==> src/rtl/rsk_pkg.sv <==
package rsk_pkg;

    // Stack operation chosen for one cycle
    typedef enum logic [1:0] {
        STK_IDLE = 2'd0,
        STK_PUSH = 2'd1,
        STK_POP  = 2'd2,
        STK_SWAP = 2'd3
    } stk_op_e;

endpackage

==> src/rtl/rsk_store.sv <==
module rsk_store #(
    parameter int DEPTH = 8,
    parameter int PC_W  = 13,
    localparam int IW   = (DEPTH > 1) ? $clog2(DEPTH) : 1
) (
    input  logic            clk,
    input  logic            rst_n,
    input  logic            wr_en,
    input  logic [IW-1:0]   wr_idx,
    input  logic [PC_W-1:0] wr_data,
    input  logic [IW-1:0]   rd_idx,
    output logic [PC_W-1:0] rd_data
);

    typedef struct packed {
        logic [DEPTH-1:0][PC_W-1:0] slot;
    } store_t;

    store_t st_d, st_q;

    always_comb begin
        st_d = st_q;
        for (int i = 0; i < DEPTH; i++) begin
            if (wr_en && (wr_idx == IW'(i))) begin
                st_d.slot[i] = wr_data;
            end
        end
    end

    always_ff @(posedge clk or negedge rst_n) begin
        if (!rst_n) begin
            st_q <= '0;
        end else begin
            st_q <= st_d;
        end
    end

    assign rd_data = st_q.slot[rd_idx];

    // Written slot holds the written value one cycle later
    assert_write_lands_R2: assert property (@(posedge clk) disable iff (!rst_n)
        wr_en |=> st_q.slot[$past(wr_idx)] == $past(wr_data));

endmodule

==> src/rtl/rsk_ptr.sv <==
module rsk_ptr #(
    parameter int DEPTH = 8,
    localparam int IW   = (DEPTH > 1) ? $clog2(DEPTH) : 1,
    localparam int CW   = $clog2(DEPTH + 1)
) (
    input  logic                   clk,
    input  logic                   rst_n,
    input  rsk_pkg::stk_op_e       op,
    output logic                   wr_en,
    output logic [IW-1:0]          wr_idx,
    output logic [IW-1:0]          top_idx,
    output logic                   full
);
    import rsk_pkg::*;

    localparam logic [IW-1:0] LAST  = IW'(DEPTH - 1);
    localparam logic [CW-1:0] LIMIT = CW'(DEPTH);

    typedef struct packed {
        logic [IW-1:0] ptr;
        logic [CW-1:0] cnt;
    } ptr_t;

    ptr_t pt_d, pt_q;
    logic [IW-1:0] ptr_inc, ptr_dec;

    assign ptr_inc = (pt_q.ptr == LAST) ? '0 : pt_q.ptr + 1'b1;
    assign ptr_dec = (pt_q.ptr == '0) ? LAST : pt_q.ptr - 1'b1;

    always_comb begin
        pt_d   = pt_q;
        wr_en  = 1'b0;
        wr_idx = pt_q.ptr;
        unique case (op)
            STK_PUSH: begin
                wr_en   = 1'b1;
                pt_d.ptr = ptr_inc;
                if (pt_q.cnt != LIMIT) pt_d.cnt = pt_q.cnt + 1'b1;
            end
            STK_POP: begin
                if (pt_q.cnt != '0) begin
                    pt_d.ptr = ptr_dec;
                    pt_d.cnt = pt_q.cnt - 1'b1;
                end
            end
            STK_SWAP: begin
                wr_en = 1'b1;
                if (pt_q.cnt != '0) begin
                    wr_idx = ptr_dec;
                end else begin
                    pt_d.ptr = ptr_inc;
                    pt_d.cnt = pt_q.cnt + 1'b1;
                end
            end
            default: ;
        endcase
    end

    always_ff @(posedge clk or negedge rst_n) begin
        if (!rst_n) begin
            pt_q <= '0;
        end else begin
            pt_q <= pt_d;
        end
    end

    assign top_idx = ptr_dec;
    assign full    = (pt_q.cnt == LIMIT);

    assert_count_limit_R3: assert property (@(posedge clk) disable iff (!rst_n)
        pt_q.cnt <= LIMIT);

    assert_overflow_stays_full_R4: assert property (@(posedge clk) disable iff (!rst_n)
        (op == STK_PUSH && full) |=> full);

    assert_empty_pop_still_R5: assert property (@(posedge clk) disable iff (!rst_n)
        (op == STK_POP && pt_q.cnt == '0) |=> (pt_q.cnt == '0 && $stable(pt_q.ptr)));

    assert_swap_keeps_count_R10: assert property (@(posedge clk) disable iff (!rst_n)
        (op == STK_SWAP && pt_q.cnt != '0) |=> $stable(pt_q.cnt));

endmodule

==> src/rtl/rsk_irq_gate.sv <==
module rsk_irq_gate (
    input  logic clk,
    input  logic rst_n,
    input  logic irq_i,
    input  logic full_i,
    input  logic busy_i,
    output logic ack_o
);

    typedef struct packed {
        logic pend;
    } gate_t;

    gate_t gt_d, gt_q;

    always_comb begin
        ack_o       = gt_q.pend && !full_i && !busy_i;
        gt_d.pend   = (gt_q.pend && !ack_o) || irq_i;
    end

    always_ff @(posedge clk or negedge rst_n) begin
        if (!rst_n) begin
            gt_q <= '0;
        end else begin
            gt_q <= gt_d;
        end
    end

    assert_request_latched_R6: assert property (@(posedge clk) disable iff (!rst_n)
        irq_i |=> gt_q.pend);

    assert_ack_blocked_full_R7: assert property (@(posedge clk) disable iff (!rst_n)
        ack_o |-> !full_i);

    assert_ack_clears_R8: assert property (@(posedge clk) disable iff (!rst_n)
        (ack_o && !irq_i) |=> !gt_q.pend);

    assert_ack_when_idle_R9: assert property (@(posedge clk) disable iff (!rst_n)
        ack_o |-> !busy_i);

endmodule

==> src/rtl/return_stack_gate.sv <==
module return_stack_gate #(
    parameter int DEPTH = 8,
    parameter int PC_W  = 13
) (
    input  logic            clk,
    input  logic            rst_n,
    input  logic            push_i,
    input  logic            pop_i,
    input  logic            irq_i,
    input  logic [PC_W-1:0] pc_i,
    output logic [PC_W-1:0] pc_o,
    output logic            irq_ack_o,
    output logic            full_o
);
    import rsk_pkg::*;

    localparam int IW = (DEPTH > 1) ? $clog2(DEPTH) : 1;

    stk_op_e       op;
    logic          wr_en;
    logic [IW-1:0] wr_idx;
    logic [IW-1:0] top_idx;
    logic          full;
    logic          ack;

    always_comb begin
        if (push_i && pop_i)     op = STK_SWAP;
        else if (push_i || ack)  op = STK_PUSH;
        else if (pop_i)          op = STK_POP;
        else                     op = STK_IDLE;
    end

    rsk_irq_gate u_gate (
        .clk    (clk),
        .rst_n  (rst_n),
        .irq_i  (irq_i),
        .full_i (full),
        .busy_i (push_i || pop_i),
        .ack_o  (ack)
    );

    rsk_ptr #(.DEPTH(DEPTH)) u_ptr (
        .clk     (clk),
        .rst_n   (rst_n),
        .op      (op),
        .wr_en   (wr_en),
        .wr_idx  (wr_idx),
        .top_idx (top_idx),
        .full    (full)
    );

    rsk_store #(.DEPTH(DEPTH), .PC_W(PC_W)) u_store (
        .clk     (clk),
        .rst_n   (rst_n),
        .wr_en   (wr_en),
        .wr_idx  (wr_idx),
        .wr_data (pc_i),
        .rd_idx  (top_idx),
        .rd_data (pc_o)
    );

    assign irq_ack_o = ack;
    assign full_o    = full;

    // An acknowledged interrupt saves pc_i: it is on top next cycle
    assert_ack_saves_pc_R6: assert property (@(posedge clk) disable iff (!rst_n)
        irq_ack_o |=> pc_o == $past(pc_i));

endmodule

==> config.mk <==
export PLATFORM = sky130hd
export DESIGN_NAME = return_stack_gate
export DESIGN_NICKNAME = d
export VERILOG_FILES = /design/src/rtl/rsk_pkg.sv /design/src/rtl/rsk_store.sv /design/src/rtl/rsk_ptr.sv /design/src/rtl/rsk_irq_gate.sv /design/src/rtl/return_stack_gate.sv
export SDC_FILE = /design/constraint.sdc
export NUM_CORES = 1
export LEC_CHECK = 0
export BUFFER_PORTS_ARGS = -buffer_cell sky130_fd_sc_hd__buf_2
export CORE_ASPECT_RATIO = 1.75
export CORE_MARGIN = 3
export CORE_UTILIZATION = 55
export DETAILED_ROUTE_END_ITERATION = 8
export PLACE_DENSITY = 0.76
export SYNTH_ARGS = -nofsm -noshare
export SYNTH_HDL_FRONTEND = slang
export SYNTH_SLANG_ARGS = --single-unit
==> constraint.sdc <==
create_clock -name clk -period 2.2 [get_ports clk]
set_clock_uncertainty 0.05 [all_clocks]
set_input_delay 0.11 -clock clk [delete_from_list [all_inputs] [get_ports clk]]
set_output_delay 0.11 -clock clk [all_outputs]
set_load 0.05 [all_outputs]
## Word level (Yosys, flattened, before mapping)

Cells that the tools add are included.

- Flip-flop bits (word level): 112
- Logic and storage cells: 71

- Add/sub/neg operators: 4
- $lt $le $gt $ge: 1
- Equality and inequality tests: 16
- Muxes and demuxes: 14
- Reduce and logical (&&, ||, !) cells: 25

Operator list:

| kind | count |
|---|---|
| binary-select mux 13 bit (select 3 bit) | 1 |
| case mux 7 bit (3 select lines) | 1 |
| == test 3 bit, second input constant | 5 |
| two-way mux 7 bit | 2 |
| two-way mux 13 bit | 1 |
| logical AND 1 bit | 12 |
| two-way mux 3 bit | 4 |
| == test 3 x 2 -> 1 bit, second input constant | 2 |
| logical NOT 3 bit | 2 |
| two-way mux 2 bit | 3 |
| adder 4 x 1 -> 4 bit, second input constant | 1 |
| == test 2 bit, second input constant | 2 |
| == test 4 bit, second input constant | 1 |
| < comparator 3 x 4 -> 1 bit, second input constant | 1 |
| two-way mux 4 bit | 1 |
| != test 2 x 1 -> 1 bit, second input constant | 2 |
| != test 4 bit, second input constant | 1 |
| AND reduction 4 bit | 1 |
| nonzero test 4 bit | 1 |
| subtractor 4 x 1 -> 4 bit, second input constant | 1 |
| adder 3 x 1 -> 3 bit, second input constant | 1 |
| == test 3 x 1 -> 1 bit, second input constant | 1 |
| logical NOT 1 bit | 3 |
| logical OR 1 bit | 3 |
| 7 further kinds | 7 |

## Logic depth before layout (Yosys ltp)

- Depth in word-level cells: 11
- Mapped depth: 10

## Cells and area by module

A second synthesis with hierarchy kept.

- Cells, all modules: 354
- Area, all modules: 5550.3 µm²

Modules (own cells, without submodules):

| module | instances | cells each | area an instance (µm²) |
|---|---|---|---|
| rsk_store | 1 | 270 | 4774.6 |
| rsk_ptr | 1 | 76 | 703.2 |
| rsk_irq_gate | 1 | 4 | 48.8 |
| return_stack_gate | 1 | 4 | 23.8 |

## Worst setup path after synthesis

Ideal clock, no wire load.

- Kind: register -> output
- From: register u_ptr.pt_q[4] (netlist name)
- To: output port pc_o[10]
- Data arrival time: 2.370 ns
- Required time: 2.040 ns
- Path slack: -0.330 ns
- Cell stages (with the launch flop): 8
- Path through: dfrtp_1 -> inv_1 -> ha_1 -> a21oi_1 -> buf_2 -> buf_2 -> mux4_2 -> mux2_2

- Longest elaborated chain between the ends: 4
- Elaborated cells between the ends (all ways): 5

RTL lines:

| what | line | source |
|---|---|---|
| start: declaration | rsk_ptr.sv:24 | `ptr_t pt_d, pt_q;` |
| start signal: assignment | rsk_ptr.sv:63 | `pt_q <= pt_d;` |
| subtractor 3 x 1 -> 3 bit or logical NOT 3 bit (tied branches) | rsk_ptr.sv:28 | `assign ptr_dec = (pt_q.ptr == '0) ? LAST : pt_q.ptr - 1'b1;` |
| two-way mux 3 bit * | rsk_ptr.sv:28 |  |
| binary-select mux 13 bit (select 3 bit) * | rsk_store.sv:38 | `assign rd_data = st_q.slot[rd_idx];` |
| two-way mux 13 bit (implied by the code) * | rsk_store.sv:38 |  |
| end: declaration | return_stack_gate.sv:11 | `output logic [PC_W-1:0] pc_o,` |

Mark *: on every way between the ends. The rest lies on a longest branch, timed or not. The select of a mux whose other input is x is not followed.

## Final worst setup path

- From: register u_ptr.pt_q[4] (netlist name)
- To: output port pc_o[0]

The elaborated chain is that of the path after synthesis.

==> impl_results.md <==
* Status: finished, violations left
* Failing checks: negative setup slack
* Vias at 3,435
* Vias per std cell at 6.04
* R2R depth at 9
* Final setup vio count at 117
* Post-synthesis adder-cell area fraction at 1.75%
* # IOs at 33
* Slowest-stage cell, CP: mux4_2
* Die height at 138 µm
* CTS tree: yes
* Chip Width at 81.2 µm
* Core Area at 9530 µm²
* Cells after Synth at 355
* CP startpoint: u_ptr.pt_q[4]
* Post-synth cell types at 43
* Ant diodes at 0
* H-tree depth at 3
* Initial DRC count at 252
* Mapped cell area at 5440 µm²
* Synth warn at 0
* Crit path launch type: flip-flop
* Final-stage net count at 467
* Max-cap check violation count at 0
* GRT Resource Usage Total at 24.9%
* Final hold vios at 0
* Asr flop ratio synth at 100%
* Post-Route WL at 13,800 µm
* Crit path DAT at 2.38 ns
* DR pass1 iterations at 4
* Layout cells sized above 1 at 62.9%
* Post-Syn Area per Cell at 15.3 µm²
* Ys flop type: dfrtp_1
* Critical Path Sink: pc_o[0]
* Crit path required time at 2.04 ns
* Final Critical Period at 2.54 ns
* Num CTS Buffers at 9
* Grt ovf at 0
* Synth Area in Compound Gates at 3.22%
* Mux contribution to synthesized area at 36.7%
* Skew-Pair Late Insertion Delay at 0.34 ns
* First-pass GRT wire length at 20,100 µm
* Synth-to-layout area growth at 34.2%
* Total negative slack at -12.70 ns
* Worst r2r src: u_ptr.pt_q[5]
* Slew @ Worst Pin at 0.478 ns
* Reg clk slew, reported paths at 0.07 ns
* Simple-gate share of the synthesized area at 3.36%
* R2R Setup Slk at -0.16 ns
* Avg WL per Cell at 24.2 µm
* Post-Synth XOR/XNOR Area at 0.806%
* CTS sink cnt at 112
* Placer Congestion at 0.828
* Fillers at 546
* Slew headroom at 68.1%
* Worst path bufs/invs at 3
* Vias in the first global route at 3,686
* Hold Crit Class: input pin to flip-flop
* Initial antenna violation count at 0
* CP Max Fanout at 11
* CTS root buffer: clkbuf_16
* WS Path Type: flip-flop to output port
* Post-synth EDFFs at 0
* Mapped Nets at 380
* Sequential area share after synthesis at 51.6%
* Worst setup EP type: output port
* Largest net degree at the start of global routing at 60
* Clock Tree Buf Depth at 2
* Max Slew Vio Count at 0
* # port buffers at 32
* Worst path cell trace: inv_2, ha_4, a21oi_4, buf_12, mux4_2, mux2_4, buf_6
* DIE AREA at 11,200 µm²
* Crit-path max cell delay at 0.53 ns
* Detail Placement HPWL at 8170 µm
* Cell family with most CP delay: multiplexers
* Reg2reg end: u_store.st_q[35]
* Setup WS post-layout at -0.344 ns
* DRC at 0
* Hold Slack at 0.0657 ns
* Largest family of logic cells by synthesized area: multiplexers
* RSZ-0062 raised after global routing: true
* Final ANT Viol Nets at 0
* WP depth at 7
* # rows at 47
* Final period util at 116%
* Initial Util at 57.1%
* Fmax at 0.393 GHz
* Flops & latches, synth at 112
## cell usage after synthesis, types with 2 or more instances
| cell | count | share of area (%) |
|---|---|---|
| mux4_2 | 26 | 11 |
| buf_4 | 4 | 0.55 |
| xnor2_1 | 4 | 0.64 |
| buf_6 | 2 | 0.41 |
| mux2i_1 | 5 | 0.92 |
| nand2b_1 | 3 | 0.35 |
| buf_2 | 6 | 0.55 |
| ha_1 | 6 | 1.4 |
| o21ai_0 | 3 | 0.28 |
| nor2_1 | 5 | 0.35 |
| a21oi_1 | 4 | 0.37 |
| nand2_1 | 8 | 0.55 |
| mux2_4 | 11 | 3.0 |
| dfrtp_1 | 112 | 52 |
| clkbuf_1 | 5 | 0.35 |
| nand3_1 | 2 | 0.18 |
| nor3_1 | 5 | 0.46 |
| mux2_2 | 106 | 22 |
| o21ai_1 | 2 | 0.18 |
| inv_1 | 11 | 0.76 |
| o211ai_1 | 2 | 0.28 |
| a21o_1 | 2 | 0.28 |
## registers in the layout, summed over array words and instances, names as in the netlist
signal	flops
u_gate.gt_q	1
u_ptr.pt_q	7
u_store.st_q	104
## worst min path at each step
stage | to | from | slack, ns | cells past startpoint
3_5_place_dp | u_store.st_q[1] | rst_n | 0.05 | 1
4_1_cts | u_store.st_q[25] | pc_i[12] | 0.05 | 2
5_1_grt | u_store.st_q[20] | pc_i[7] | 0.08 | 2
2_1_floorplan | u_gate.gt_q | rst_n | -0.24 | 0
6_report | u_store.st_q[9] | pc_i[9] | 0.07 | 2
3_3_place_gp | u_ptr.pt_q[1] | rst_n | 0.05 | 1
## cell usage in the layout, fill, tap and decap left out, types with 3 or more instances in the layout
cell type,Yosys,layout
clkbuf_8,0,3
mux2_4,11,96
clkbuf_16,0,9
o21ai_0,3,3
xnor2_1,4,4
buf_2,6,18
ha_1,6,4
buf_8,0,7
buf_6,2,24
nand2_1,8,4
buf_4,4,29
mux2_2,106,21
dfrtp_1,112,111
inv_1,11,9
nor2_1,5,4
mux2i_1,5,5
mux4_2,26,26
buf_12,0,11
## cell families (layout without fill, tap and decap cells)
logic type,Yosys count,after routing
and+or+nand+nor,31,31
adders and majority gates,7,7
buffers and inverters,28,120
DFF,112,112
muxes,148,148
AOI/OAI and AO/OA,24,24
xor gates and xnor gates,5,5
## area by class of cell
type	instances	area, µm²	share of cell area [%]
clock buffers	14	274	3.75
clock inverters	2	12.5	0.171
inverters	11	41.3	0.566
multi-input cells	215	3040	41.6
flip-flops and latches	112	2800	38.4
well taps	122	153	2.09
repair buffers	93	978	13.4
## metrics by stage
step	utilization (%)	cells	area, µm²	worst slack [ns]
4_1_cts	72.5	566	6910	-0.368
5_1_grt	76.6	569	7300	-0.416
3_5_place_dp	65.1	539	6200	-0.121
2_1_floorplan	-	355	5550	-0.0966
3_3_place_gp	65.1	539	6200	-0.0974
6_report	76.6	569	7300	-0.344
## timing repair
item                                    4_1_cts  5_1_grt
endpoints found under the hold margin        33        0
endpoints found under the setup margin      115      118
hold buffers                                  2        0
buffers inserted                              6        4
cloned                                        3        0
resized for setup                            66       95
pin swaps                                     6        7
## routing by layer
layer / vias to the layer above / GRT usage (%) / wire, µm
li1: 1485 / - / -
met1: 1855 / 29.9 / 5550
met2: 70 / 44.1 / 7510
met3: 25 / 3.73 / 316
met4: 0 / 9.77 / 388
met5: - / 0 / 0
Power is not shown: default switching activity piles up to over one toggle a cycle in this logic, so the estimate is an artifact.
